<file path="config.mk">
export PLATFORM = sky130hd
export DESIGN_NAME = tgen_term
export DESIGN_NICKNAME = d
export VERILOG_FILES = /design/src/rtl/tgen_pkg.sv /design/src/rtl/tgen_mult.sv /design/src/rtl/tgen_slice.sv /design/src/rtl/tgen_lookahead.sv /design/src/rtl/tgen_term.sv
export SDC_FILE = /design/constraint.sdc
export NUM_CORES = 1
export LEC_CHECK = 0
export ABC_CLOCK_PERIOD_IN_PS = 6030
export BUFFER_PORTS_ARGS = -buffer_cell sky130_fd_sc_hd__clkbuf_2
export CAP_MARGIN = 0
export CORE_UTILIZATION = 45
export DETAILED_ROUTE_END_ITERATION = 12
export PLACE_DENSITY_LB_ADDON = 0.12
export SETUP_SLACK_MARGIN = 0.15
export SLEW_MARGIN = 25
export SYNTH_ARGS = -nofsm -noshare
export SYNTH_HDL_FRONTEND = slang
export SYNTH_SLANG_ARGS = --single-unit
</file>
<file path="constraint.sdc">
create_clock -name clk -period 6.03 [get_ports clk]
set_input_delay 0.603 -clock clk [delete_from_list [all_inputs] [get_ports clk]]
set_output_delay 0.603 -clock clk [all_outputs]
set_load 0.05 [all_outputs]
</file>
<file path="src/rtl/tgen_pkg.sv">
package tgen_pkg;

    localparam int SLICE_W = 4;

    typedef enum logic {
        MODE_ARITH = 1'b0,
        MODE_LOGIC = 1'b1
    } alu_mode_e;

    typedef struct packed {
        logic gen;
        logic prop;
    } slice_grp_t;

endpackage

</file>
<file path="src/rtl/tgen_mult.sv">
module tgen_mult #(
    parameter int IDX_W  = 10,
    parameter int GAIN_W = 3,
    parameter int PROD_W = 12
) (
    input  logic [IDX_W-1:0]  idx,
    input  logic [GAIN_W-1:0] gain,
    output logic [PROD_W-1:0] prod
);
    localparam int FULL_W = IDX_W + GAIN_W;

    logic [FULL_W-1:0] part [GAIN_W];
    logic [FULL_W-1:0] acc;

    // One shifted copy of the index per gain bit
    for (genvar k = 0; k < GAIN_W; k++) begin : g_part
        assign part[k] = gain[k] ? (FULL_W'(idx) << k) : '0;
    end

    always_comb begin
        acc = '0;
        for (int k = 0; k < GAIN_W; k++) begin
            acc = acc + part[k];
        end
    end

    if (PROD_W >= FULL_W) begin : g_wide
        assign prod = PROD_W'(acc);
    end else begin : g_trunc
        assign prod = acc[PROD_W-1:0];
    end
endmodule

</file>
<file path="src/rtl/tgen_slice.sv">
module tgen_slice
    import tgen_pkg::*;
#(
    parameter int W = SLICE_W
) (
    input  logic [W-1:0] a,
    input  logic [W-1:0] b,
    input  logic [3:0]   fsel,
    input  alu_mode_e    mode,
    input  logic         c_in,
    output logic [W-1:0] f,
    output slice_grp_t   grp
);
    logic [W-1:0] x_op, y_op, gen_b, prop_b, sum_b, log_b;
    logic [W:0]   cy;

    always_comb begin
        // Arithmetic operands: the function code bits gate B and ~B
        x_op   = a | ({W{fsel[0]}} & b) | ({W{fsel[1]}} & ~b);
        y_op   = a & (({W{fsel[2]}} & ~b) | ({W{fsel[3]}} & b));
        gen_b  = x_op & y_op;
        prop_b = x_op ^ y_op;

        cy[0] = c_in;
        for (int i = 0; i < W; i++) begin
            cy[i+1] = gen_b[i] | (prop_b[i] & cy[i]);
        end
        sum_b = prop_b ^ cy[W-1:0];

        grp.gen  = 1'b0;
        grp.prop = 1'b1;
        for (int i = 0; i < W; i++) begin
            grp.gen  = gen_b[i] | (prop_b[i] & grp.gen);
            grp.prop = grp.prop & prop_b[i];
        end

        unique case (fsel)
            4'd0:    log_b = ~a;
            4'd1:    log_b = ~(a | b);
            4'd2:    log_b = ~a & b;
            4'd3:    log_b = '0;
            4'd4:    log_b = ~(a & b);
            4'd5:    log_b = ~b;
            4'd6:    log_b = a ^ b;
            4'd7:    log_b = a & ~b;
            4'd8:    log_b = ~a | b;
            4'd9:    log_b = ~(a ^ b);
            4'd10:   log_b = b;
            4'd11:   log_b = a & b;
            4'd12:   log_b = '1;
            4'd13:   log_b = a | ~b;
            4'd14:   log_b = a | b;
            default: log_b = a;
        endcase

        f = (mode == MODE_LOGIC) ? log_b : sum_b;
    end
endmodule

</file>
<file path="src/rtl/tgen_lookahead.sv">
module tgen_lookahead
    import tgen_pkg::*;
#(
    parameter int N = 3
) (
    input  slice_grp_t   grp [N],
    input  logic         c0,
    output logic [N-1:0] c_slice
);
    // Sum-of-products carry into every slice, no ripple through slices
    always_comb begin
        for (int i = 0; i < N; i++) begin
            logic term, path;
            term = c0;
            for (int k = 0; k < i; k++) begin
                term = term & grp[k].prop;
            end
            for (int j = 0; j < i; j++) begin
                path = grp[j].gen;
                for (int k = j + 1; k < i; k++) begin
                    path = path & grp[k].prop;
                end
                term = term | path;
            end
            c_slice[i] = term;
        end
    end
endmodule

</file>
<file path="src/rtl/tgen_term.sv">
module tgen_term
    import tgen_pkg::*;
#(
    parameter int IDX_W   = 10,
    parameter int GAIN_W  = 3,
    parameter int ALU_W   = 12,
    parameter int OUT_W   = 11,
    parameter bit REG_OUT = 1'b1
) (
    input  logic              clk,
    input  logic              rst_n,
    input  logic [IDX_W-1:0]  idx_i,
    input  logic [GAIN_W-1:0] gain_i,
    input  logic [ALU_W-1:0]  offset_i,
    input  logic [3:0]        fsel_i,
    input  logic              logic_mode_i,
    input  logic              carry_i,
    output logic [OUT_W-1:0]  term_o
);
    localparam int NSLICE = ALU_W / SLICE_W;

    typedef struct packed {
        logic [OUT_W-1:0] term;
    } tgen_state_t;

    logic [ALU_W-1:0]  opa;
    logic [ALU_W-1:0]  result;
    logic [NSLICE-1:0] c_slice;
    slice_grp_t        grp [NSLICE];
    alu_mode_e         mode;
    tgen_state_t       st_d, st_q;

    assign mode = alu_mode_e'(logic_mode_i);

    tgen_mult #(
        .IDX_W  (IDX_W),
        .GAIN_W (GAIN_W),
        .PROD_W (ALU_W)
    ) u_mult (
        .idx  (idx_i),
        .gain (gain_i),
        .prod (opa)
    );

    for (genvar s = 0; s < NSLICE; s++) begin : g_slice
        tgen_slice #(.W(SLICE_W)) u_slice (
            .a    (opa[s*SLICE_W +: SLICE_W]),
            .b    (offset_i[s*SLICE_W +: SLICE_W]),
            .fsel (fsel_i),
            .mode (mode),
            .c_in (c_slice[s]),
            .f    (result[s*SLICE_W +: SLICE_W]),
            .grp  (grp[s])
        );
    end

    tgen_lookahead #(.N(NSLICE)) u_cla (
        .grp     (grp),
        .c0      (carry_i),
        .c_slice (c_slice)
    );

    always_comb begin
        st_d.term = result[OUT_W-1:0];
        if (st_d.term == '0) begin
            st_d.term = OUT_W'(1);
        end
    end

    if (REG_OUT) begin : g_reg
        always_ff @(posedge clk) begin
            if (!rst_n) begin
                st_q.term <= OUT_W'(1);
            end else begin
                st_q <= st_d;
            end
        end
    end else begin : g_comb
        assign st_q = st_d;
    end

    assign term_o = st_q.term;
endmodule

</file>
==> results_dict.tcl <==
set metrics [dict create \
    regArea_um2 220 \
    syn-instance-count 566 \
    cts.path.max_buffers 2 \
    synth_top_area_share 0.181 \
    coreArea_mm2 0.00889 \
    synth_top_area_cell "ha_1" \
    start_kind "primary input" \
    dp.cells 686 \
    cts_resized 0 \
    critPathCaptureType "flip-flop" \
    viasPerCell 6.11 \
    powerDensity_mw_per_mm2 176 \
    die_h_um 98.9 \
    utilization 0.499 \
    finalSetupViolCount 0 \
    fillerInstances 930 \
    largest_reg_flops 11 \
    ir_worst_vdd_mv 0.133 \
    synth_cell_types 79 \
    path_clk_slew_ns 0.05 \
    groute.usage.overall 0.260 \
    cp_max_fo 10 \
    min_path_cells 2 \
    fin_crit_sh 0.866 \
    synth.area.top_cells "ha_1 (18%), fa_1 (8.1%), nand2_1 (5.7%)" \
    ys_seq_area_frac 0.0521 \
    syn_nets 677 \
    wirelength_mm 12.6 \
    clock-sinks 11 \
    numPortBuffers 42 \
    grt_antenna_before_repair 0 \
    cts_buffers 3 \
    diodes 0 \
    place_hpwl_mm 9.62 \
    final.setup.tns_ns 0 \
    slowest_delay_ns 0.48 \
    hold_path.class "in2reg" \
    grt_max_degree 61 \
    top_level_ports 44 \
    post-route-min-period_ns 5.22 \
    place_area_mm2 0.00439 \
    die_w_um 98.9 \
    grt_pass1_wl_mm 20.4 \
    instances_no_fill 690 \
    cts_root_buf "clkbuf_8" \
    cp_common_cell "fa_1" \
    stdcell_area_mm2 0.00444 \
    synthFlopType "dfxtp_1" \
    cts_tree "done" \
    slew_violations 0 \
    initial_utilization 0.475 \
    grt_pass1_vias 4070 \
    syn_avg_cell_area_um2 7.47 \
    crit_path_top_delay_cell "fa_1" \
    ys_warn_count 0 \
    synth-edff-count 0 \
    antenna_left 0 \
    hold_violations 0 \
    cp_cell_sequence "clkbuf_2 > and2_1 > fa_1 > ha_1 > fa_1 > a211o_1 > a21o_1 > and2_1 > a211o_1 > ha_1 > nand2_1 > o21a_1 > fa_1 > fa_1 > and4_4 > a211oi_2 > and2_1" \
    dieArea_mm2 0.00978 \
    path_class "in2reg" \
    cp.arrival_ns 5.40 \
    rsz0062_at_grt "no" \
    areaGrowthSynthToFinish_pct 5.06 \
    worst_slew_pin_slew_ns 0.938 \
    min_to "term_o[3]" \
    min_from "rst_n" \
    cts_hold_repair.buffers 0 \
    num_vias 4214 \
    yosys_register_bits 11 \
    final_nets 694 \
    slew_headroom 0.372 \
    synthArstFlopShare 0 \
    drtIter0Drc 241 \
    drive_gt1_frac 0.122 \
    avgRoutedWirePerCell_um 18.3 \
    cts_setup_buffers 0 \
    maxCapViolations 0 \
    syn_area_mm2 0.00423 \
    required_ns 6.21 \
    gp_congestion 0.937 \
    grt_overflow 0 \
    rows 34 \
    h-tree-depth 1 \
    first_pass_iters 5 \
    clock.fmax_mhz 192 \
    status "completed" \
    power_leakage_nw 2.16 \
    multi_input_area_mm2 0.00358 \
    drc 0 \
]
synthesized netlist by cell type (7+ instances only):
master    count
a211o_1       8
a211oi_1     12
a21oi_1      32
and2_1       17
buf_2        15
clkbuf_1      7
dfxtp_1      11
fa_1         17
ha_1         61
inv_1        52
mux2i_1      11
nand2_1      64
nand2b_1     13
nand3_1       7
nor2_1       37
nor2b_1      11
nor3_1        7
o21a_1        7
o21ai_0      21
o22ai_1       8
o32ai_1       8
per-stage QoR:
step	power, mW	worst slack [ns]	hold slack (ns)
after floorplan	0.554	0.888	0.725
after global placement	0.691	0.591	0.879
after detailed placement	0.704	0.557	0.882
after CTS	0.780	0.788	0.642
after global routing	0.860	0.627	0.651
final	0.782	0.810	0.641
power by group:
group	leakage, nW	internal, mW	switching [mW]	total (mW)
Sequential	0.0919	0.0877	0.00338	0.0910
Clock	0.0228	0.0462	0.0253	0.0715
Combinational	2.04	0.233	0.386	0.619
worst max-delay path by stage:
stage | from | to | slack [ns] | cells past startpoint
5_1_grt | gain_i[0] | term_o[0] | 0.63 | 17
6_report | gain_i[0] | term_o[10] | 0.81 | 17
3_5_place_dp | gain_i[0] | term_o[10] | 0.56 | 17
3_3_place_gp | gain_i[0] | term_o[10] | 0.59 | 17
2_1_floorplan | gain_i[1] | term_o[0] | 0.89 | 18
4_1_cts | gain_i[0] | term_o[10] | 0.79 | 17
area by class of cell:
| type | count | area share |
|---|---|---|
| multi-input combinational | 465 | 0.807 |
| timing repair buffer | 48 | 0.0575 |
| sequential | 11 | 0.0496 |
| tap | 108 | 0.0304 |
| clock buffer | 4 | 0.0101 |
| inverter | 54 | 0.0457 |
cell families after synthesis:
| family | synth area share |
|---|---|
| DFF | 0.0521 |
| buffers and inverters | 0.100 |
| xor gates and xnor gates | 0.0157 |
| muxes | 0.0456 |
| and+or+nand+nor | 0.244 |
| AOI/OAI and AO/OA | 0.281 |
| adders and majority gates | 0.261 |
critical path, delay by kind of cell:
kind / cells / cell delay [ns]
AO/OA/AOI/OAI: 5 / 1.35
AND/OR/NAND/NOR: 5 / 0.87
adder cells (fa/ha/maj): 6 / 2.39
buffers and inverters: 1 / 0.16
layer usage:
metal / track usage / share of wire
met5: 0 / 0
met4: 0.0700 / 0.026
met3: 0.0369 / 0.069
met2: 0.420 / 0.43
met1: 0.362 / 0.47
cells in the final DEF (no fill, tap or decap), types with 11 or more instances in the layout:
| cell | n |
|---|---|
| nand2_1 | 64 |
| ha_1 | 61 |
| inv_1 | 52 |
| clkbuf_2 | 42 |
| nor2_1 | 37 |
| a21oi_1 | 32 |
| o21ai_0 | 21 |
| and2_1 | 17 |
| fa_1 | 17 |
| nand2b_1 | 13 |
| a211oi_1 | 12 |
| nor2b_1 | 11 |
| mux2i_1 | 11 |
| dfxtp_1 | 11 |
Power figures use the tool's default switching activity.
